### config.mk
export PLATFORM = sky130hd
export DESIGN_NAME = swi_bank
export DESIGN_NICKNAME = d
export VERILOG_FILES = /design/src/rtl/swi_bank.sv
export SDC_FILE = /design/constraint.sdc
export NUM_CORES = 1
export LEC_CHECK = 0
export BUFFER_PORTS_ARGS = -buffer_cell sky130_fd_sc_hd__buf_2
export CORE_AREA = 2 2 44 46
export CTS_BUF_LIST = sky130_fd_sc_hd__clkbuf_16
export DETAILED_ROUTE_END_ITERATION = 10
export DIE_AREA = 0 0 46 48
export GPL_ROUTABILITY_DRIVEN = 0
export MAX_ROUTING_LAYER = met4
export PLACE_DENSITY = 0.89
export SLEW_MARGIN = 20
export SYNTH_ARGS = -nofsm -noshare
export SYNTH_HDL_FRONTEND = slang
export SYNTH_SLANG_ARGS = --single-unit
### constraint.sdc
create_clock -name clk -period 2.5 [get_ports clk]
set_input_delay 0.375 -clock clk [delete_from_list [all_inputs] [get_ports clk]]
set_output_delay 0.375 -clock clk [all_outputs]
set_load 0.02 [all_outputs]
### src/rtl/swi_bank.sv
module swi_bank #(
  parameter int NUM_HARTS  = 4,
  parameter int ADDR_W     = 8,
  parameter bit SUPERVISOR = 1'b0
) (
  input  logic                 clk,
  input  logic                 rst_n,
  input  logic [ADDR_W-1:0]    bus_addr,
  input  logic                 bus_we,
  input  logic                 bus_full,
  input  logic [31:0]          bus_wdata,
  output logic [31:0]          bus_rdata,
  output logic [NUM_HARTS-1:0] irq
);
  localparam int IDX_W = ADDR_W - 2;

  logic [IDX_W-1:0]     hart_sel;
  logic                 hit;
  logic [NUM_HARTS-1:0] sel_vec;
  logic [NUM_HARTS-1:0] state_q;
  logic                 unused_wdata;

  assign hart_sel     = bus_addr[ADDR_W-1:2];
  assign hit          = bus_full && (bus_addr[1:0] == 2'b00) && (32'(hart_sel) < NUM_HARTS);
  assign unused_wdata = ^bus_wdata[31:1];

  for (genvar h = 0; h < NUM_HARTS; h++) begin : g_hart
    assign sel_vec[h] = hit && (32'(hart_sel) == h);

    if (SUPERVISOR) begin : g_sup
      always_ff @(posedge clk or negedge rst_n) begin
        if (!rst_n)
          state_q[h] <= 1'b0;
        else
          state_q[h] <= bus_we && sel_vec[h] && bus_wdata[0];
      end
    end else begin : g_mach
      always_ff @(posedge clk or negedge rst_n) begin
        if (!rst_n)
          state_q[h] <= 1'b0;
        else if (bus_we && sel_vec[h])
          state_q[h] <= bus_wdata[0];
      end
    end
  end

  assign irq = state_q;

  if (SUPERVISOR) begin : g_rd_sup
    assign bus_rdata = 32'd0;
  end else begin : g_rd_mach
    assign bus_rdata = {31'd0, |(sel_vec & state_q)};
  end
endmodule

**Word-level counts from Yosys, hierarchy flattened**

Index checks and enable logic that the tools add are counted.

- Flip-flop bits (word level): 4
- Input bits: 44
- Output and inout bits: 36
- Word-level logic and storage cells: 22

- Order comparisons: 1
- Equality and inequality tests: 3
- Bitwise logic cells: 1
- Reduce and logical (&&, ||, !) cells: 13

Operators with widths:

| operator | number |
|---|---|
| == test 6 x 2 -> 1 bit, second input constant | 2 |
| logical AND 1 bit | 10 |
| == test 6 x 1 -> 1 bit, second input constant | 1 |
| zero test 6 bit | 1 |
| less-than comparator 6 x 3 -> 1 bit, second input constant | 1 |
| AND 4 bit | 1 |
| OR reduction 4 bit | 1 |
| zero test 2 bit | 1 |

**Logic depth before layout (Yosys ltp)**

- Word-level depth: 6
- Depth in mapped cells: 3

**Worst setup path before layout**

No wires, ideal clock.

- Path kind: register to output
- Start: register state_q[3] (netlist: irq[3])
- End: output bus_rdata[0]
- Arrival time: 1.133 ns
- Path slack: 0.992 ns
- Stages on the path, launching flop included: 3
- Cell sequence: dfrtp_1 -> mux4_2 -> and3_2

- Word-level cells in the longest chain between the ends: 2

RTL lines:

| what | line | text |
|---|---|---|
| start, declared | 20 | `logic [NUM_HARTS-1:0] state_q;` |
| start signal, assigned by index | 42 | `state_q[h] <= bus_wdata[0];` |
| AND 4 bit | 52 | `assign bus_rdata = {31'd0, \|(sel_vec & state_q)};` |
| OR reduction 4 bit | 52 |  |
| end, declared | 12 | `output logic [31:0] bus_rdata,` |

Every way passes these cells.

**Worst setup path after layout**

Same ends and word-level chain as after synthesis.

==> metrics.md <==
| Metric | Value |
|---|---|
| Worst-case clock skew | 0 ns |
| # diodes | 0 |
| CP Launch Type | flop |
| Worst reg2reg path endpoint | irq[3]$_DFFE_PN0P_ |
| Maximum vdd drop | 0.262 mV |
| Total grt overflow | 0 |
| Part of the power in registers | 17.8% |
| Syn Area/Cell | 9.93 sq um |
| Critical path class | flop to output port |
| Largest net degree at the start of global routing | 6 |
| Worst-path clk slew | 0.03 ns |
| Post-route setup TNS | 0 ns |
| Biggest cell delay along the critical path | 0.46 ns |
| RR Startpoint | irq[3]$_DFFE_PN0P_ |
| Synth Instances | 50 |
| Layout Nets | 116 |
| I/O pins | 80 |
| Final setup viols | 0 |
| Fin util | 33.6% |
| Dpl hpwl | 669 um |
| Fin crit period | 1.77 ns |
| Tcrit/Tclk final | 70.8% |
| Switch share | 25.4% |
| Area growth, synth to finish | 14.4% |
| Mapped Area | 497 sq um |
| Worst hold path class | input pin to flop |
| Yosys top cell by area | buf_4 |
| Root Buffer | clkbuf_16 |
| Global-route wire length before repair | 1000 um |
| Vias in the first global route | 258 |
| Status | complete, no violations |
| Buf/Inv on CP | 1 |
| CTS tree | done |
| PwrDens | 674 nW/um^2 |
| CP startpoint | irq[3]$_DFFE_PN0P_ |
| CTS sink count | 4 |
| R2R depth | 1 |
| Post-synthesis sequential area ratio | 20.2% |
| YS warnings | 0 |
| Avg Vias per Cell | 3.85 |
| CTS Buf Count | 3 |
| Reg-to-reg slack, setup | 1.70 ns |
| Worst path depth | 3 |
| Initial Util | 29.4% |
| Count of state elements after synthesis | 4 |
| Share of cells above drive strength 1 | 35.7% |
| Wirelength per Cell | 8.26 um |
| Worst-Skew Late Latency | 0.22 ns |
| Critical path cell sequence | mux4_2 -> and3_2 -> buf_2 |
| Die ar. | 2210 sq um |
| Drt first pass iters | 1 |
| CTS max path bufs | 2 |
| CP Data Arrival Time | 1.39 ns |
| Logic pwr share | 18.2% |
| Sw power | 0.0973 mW |
| Crit path to | bus_rdata[0] |
| RSZ-0062 raised after global routing | no |
| Clk network pwr share | 64.0% |
| IO Port Bufs | 17 |
| Chip Height | 48 um |
| Via count | 335 |
| Overall Global Routing Usage | 7.33% |
| Top-area cell type share of the netlist area | 46.9% |
| Antenna violations before repair | 0 |
| Max Freq | 565 MHz |
| Max cap viols | 0 |
| CP endpoint kind | output port |
| # rows | 15 |
| Die W | 46 um |
| Total chip power | 0.383 mW |
| Top Family by Delay on Critical Path | multiplexers |
| First DRT Iteration DRCs | 0 |
| Largest register FFs | 4 |
| Htree depth | 1 |
| P_int | 0.286 mW |
| Slowest cell on the critical path | mux4_2 |
| Leakage Power | 0.330 nW |
| Final Hold Viols | 0 |
| Crit path required time | 2.12 ns |
| Final wirelength | 719 um |
| DRC viols | 0 |
| Slew Limit Fails | 0 |
| Post-synthesis cell type count | 13 |
| Core Region | 1690 sq um |
| Synth area leaders | buf_4 47%, dfrtp_1 20%, nor4b_4 9.6%, mux2_1 6.8%, mux4_2 4.5% |
| Crit Path Max Fanout | 3 |
| Post-route ant nets | 0 |
-- kinds of logic after synthesis --
family / after synthesis / synth area share, %
buf+inv: 31 / 46.9
simple gates: 9 / 18.6
mux: 5 / 13.6
flops: 4 / 20.2
other cells: 1 / 0.755
-- worst min-delay path by stage --
stage / start / end / slack (ns) / cells past startpoint
after floorplan: rst_n / irq[0]$_DFFE_PN0P_ / 0.08 / 0
after global placement: rst_n / irq[1]$_DFFE_PN0P_ / 0.18 / 1
after detailed placement: rst_n / irq[3]$_DFFE_PN0P_ / 0.19 / 1
after CTS: bus_wdata[0] / irq[2]$_DFFE_PN0P_ / 0.41 / 2
after global routing: bus_wdata[0] / irq[3]$_DFFE_PN0P_ / 0.43 / 2
final: bus_wdata[0] / irq[1]$_DFFE_PN0P_ / 0.41 / 2
-- cell type report --
class	instances	area (sq um)
fillers	170	1120
multi-input cells	45	277
flip-flops and latches	4	100
repair buffers	18	95.1
clock buffers	3	75.1
well taps	17	21.3
-- power by group through the flow --
stage          clock, mW  combinational [mW]  sequential, mW
2_1_floorplan          0              0.0849          0.0709
3_3_place_gp           0              0.0671          0.0688
6_report           0.245              0.0697          0.0681
3_5_place_dp           0              0.0682          0.0689
4_1_cts            0.251              0.0694          0.0682
5_1_grt            0.256              0.0765          0.0684
-- metal layers --
layer | up-vias | share of wire, % | global-route usage, %
met5 | - | 0 | -
met1 | 150 | 31 | 5.67
li1 | 148 | - | -
met3 | 0 | 19 | 3.40
met4 | 0 | 0 | 7.43
met2 | 37 | 50 | 12.2
-- through the flow --
stage / hold slack [ns] / instances / worst slack [ns] / cell area [sq um]
after floorplan: 0.0794 / 80 / 0.992 / 609
after global placement: 0.178 / 83 / 0.803 / 483
after detailed placement: 0.186 / 83 / 0.783 / 483
after CTS: 0.413 / 87 / 0.710 / 568
after global routing: 0.431 / 87 / 0.696 / 568
final: 0.409 / 87 / 0.731 / 568
-- cell usage after synthesis (all sizes together) --
| cell type | n |
|---|---|
| nor3 | 1 |
| nor4b | 2 |
| nand4 | 1 |
| nand3 | 1 |
| mux4 | 1 |
| nand4b | 2 |
| dfrtp | 4 |
| mux2 | 4 |
| buf | 31 |
| conb | 1 |
| nor2 | 1 |
| and3 | 1 |
-- cells in the final DEF (no fill, tap or decap) --
master,Yosys,layout
buf_2,0,17
clkbuf_16,0,3
nor3_1,1,1
nor4b_4,2,2
nand4b_1,2,2
mux2_2,1,1
conb_1,1,31
dlygate4sd3_1,0,1
nand3_1,1,1
nand4_1,1,1
nor2_1,1,1
mux4_2,1,1
mux2_1,3,3
dfrtp_1,4,4
and3_2,1,1
-- timing repair --
item / 4_1_cts / 5_1_grt
hold buffers: 1 / 0
resized for setup: 0 / 0
endpoints found under the setup margin: 0 / 0
endpoints found under the hold margin: 4 / 0
setup buffers: 0 / 0
(Power assumes the default switching activity.)
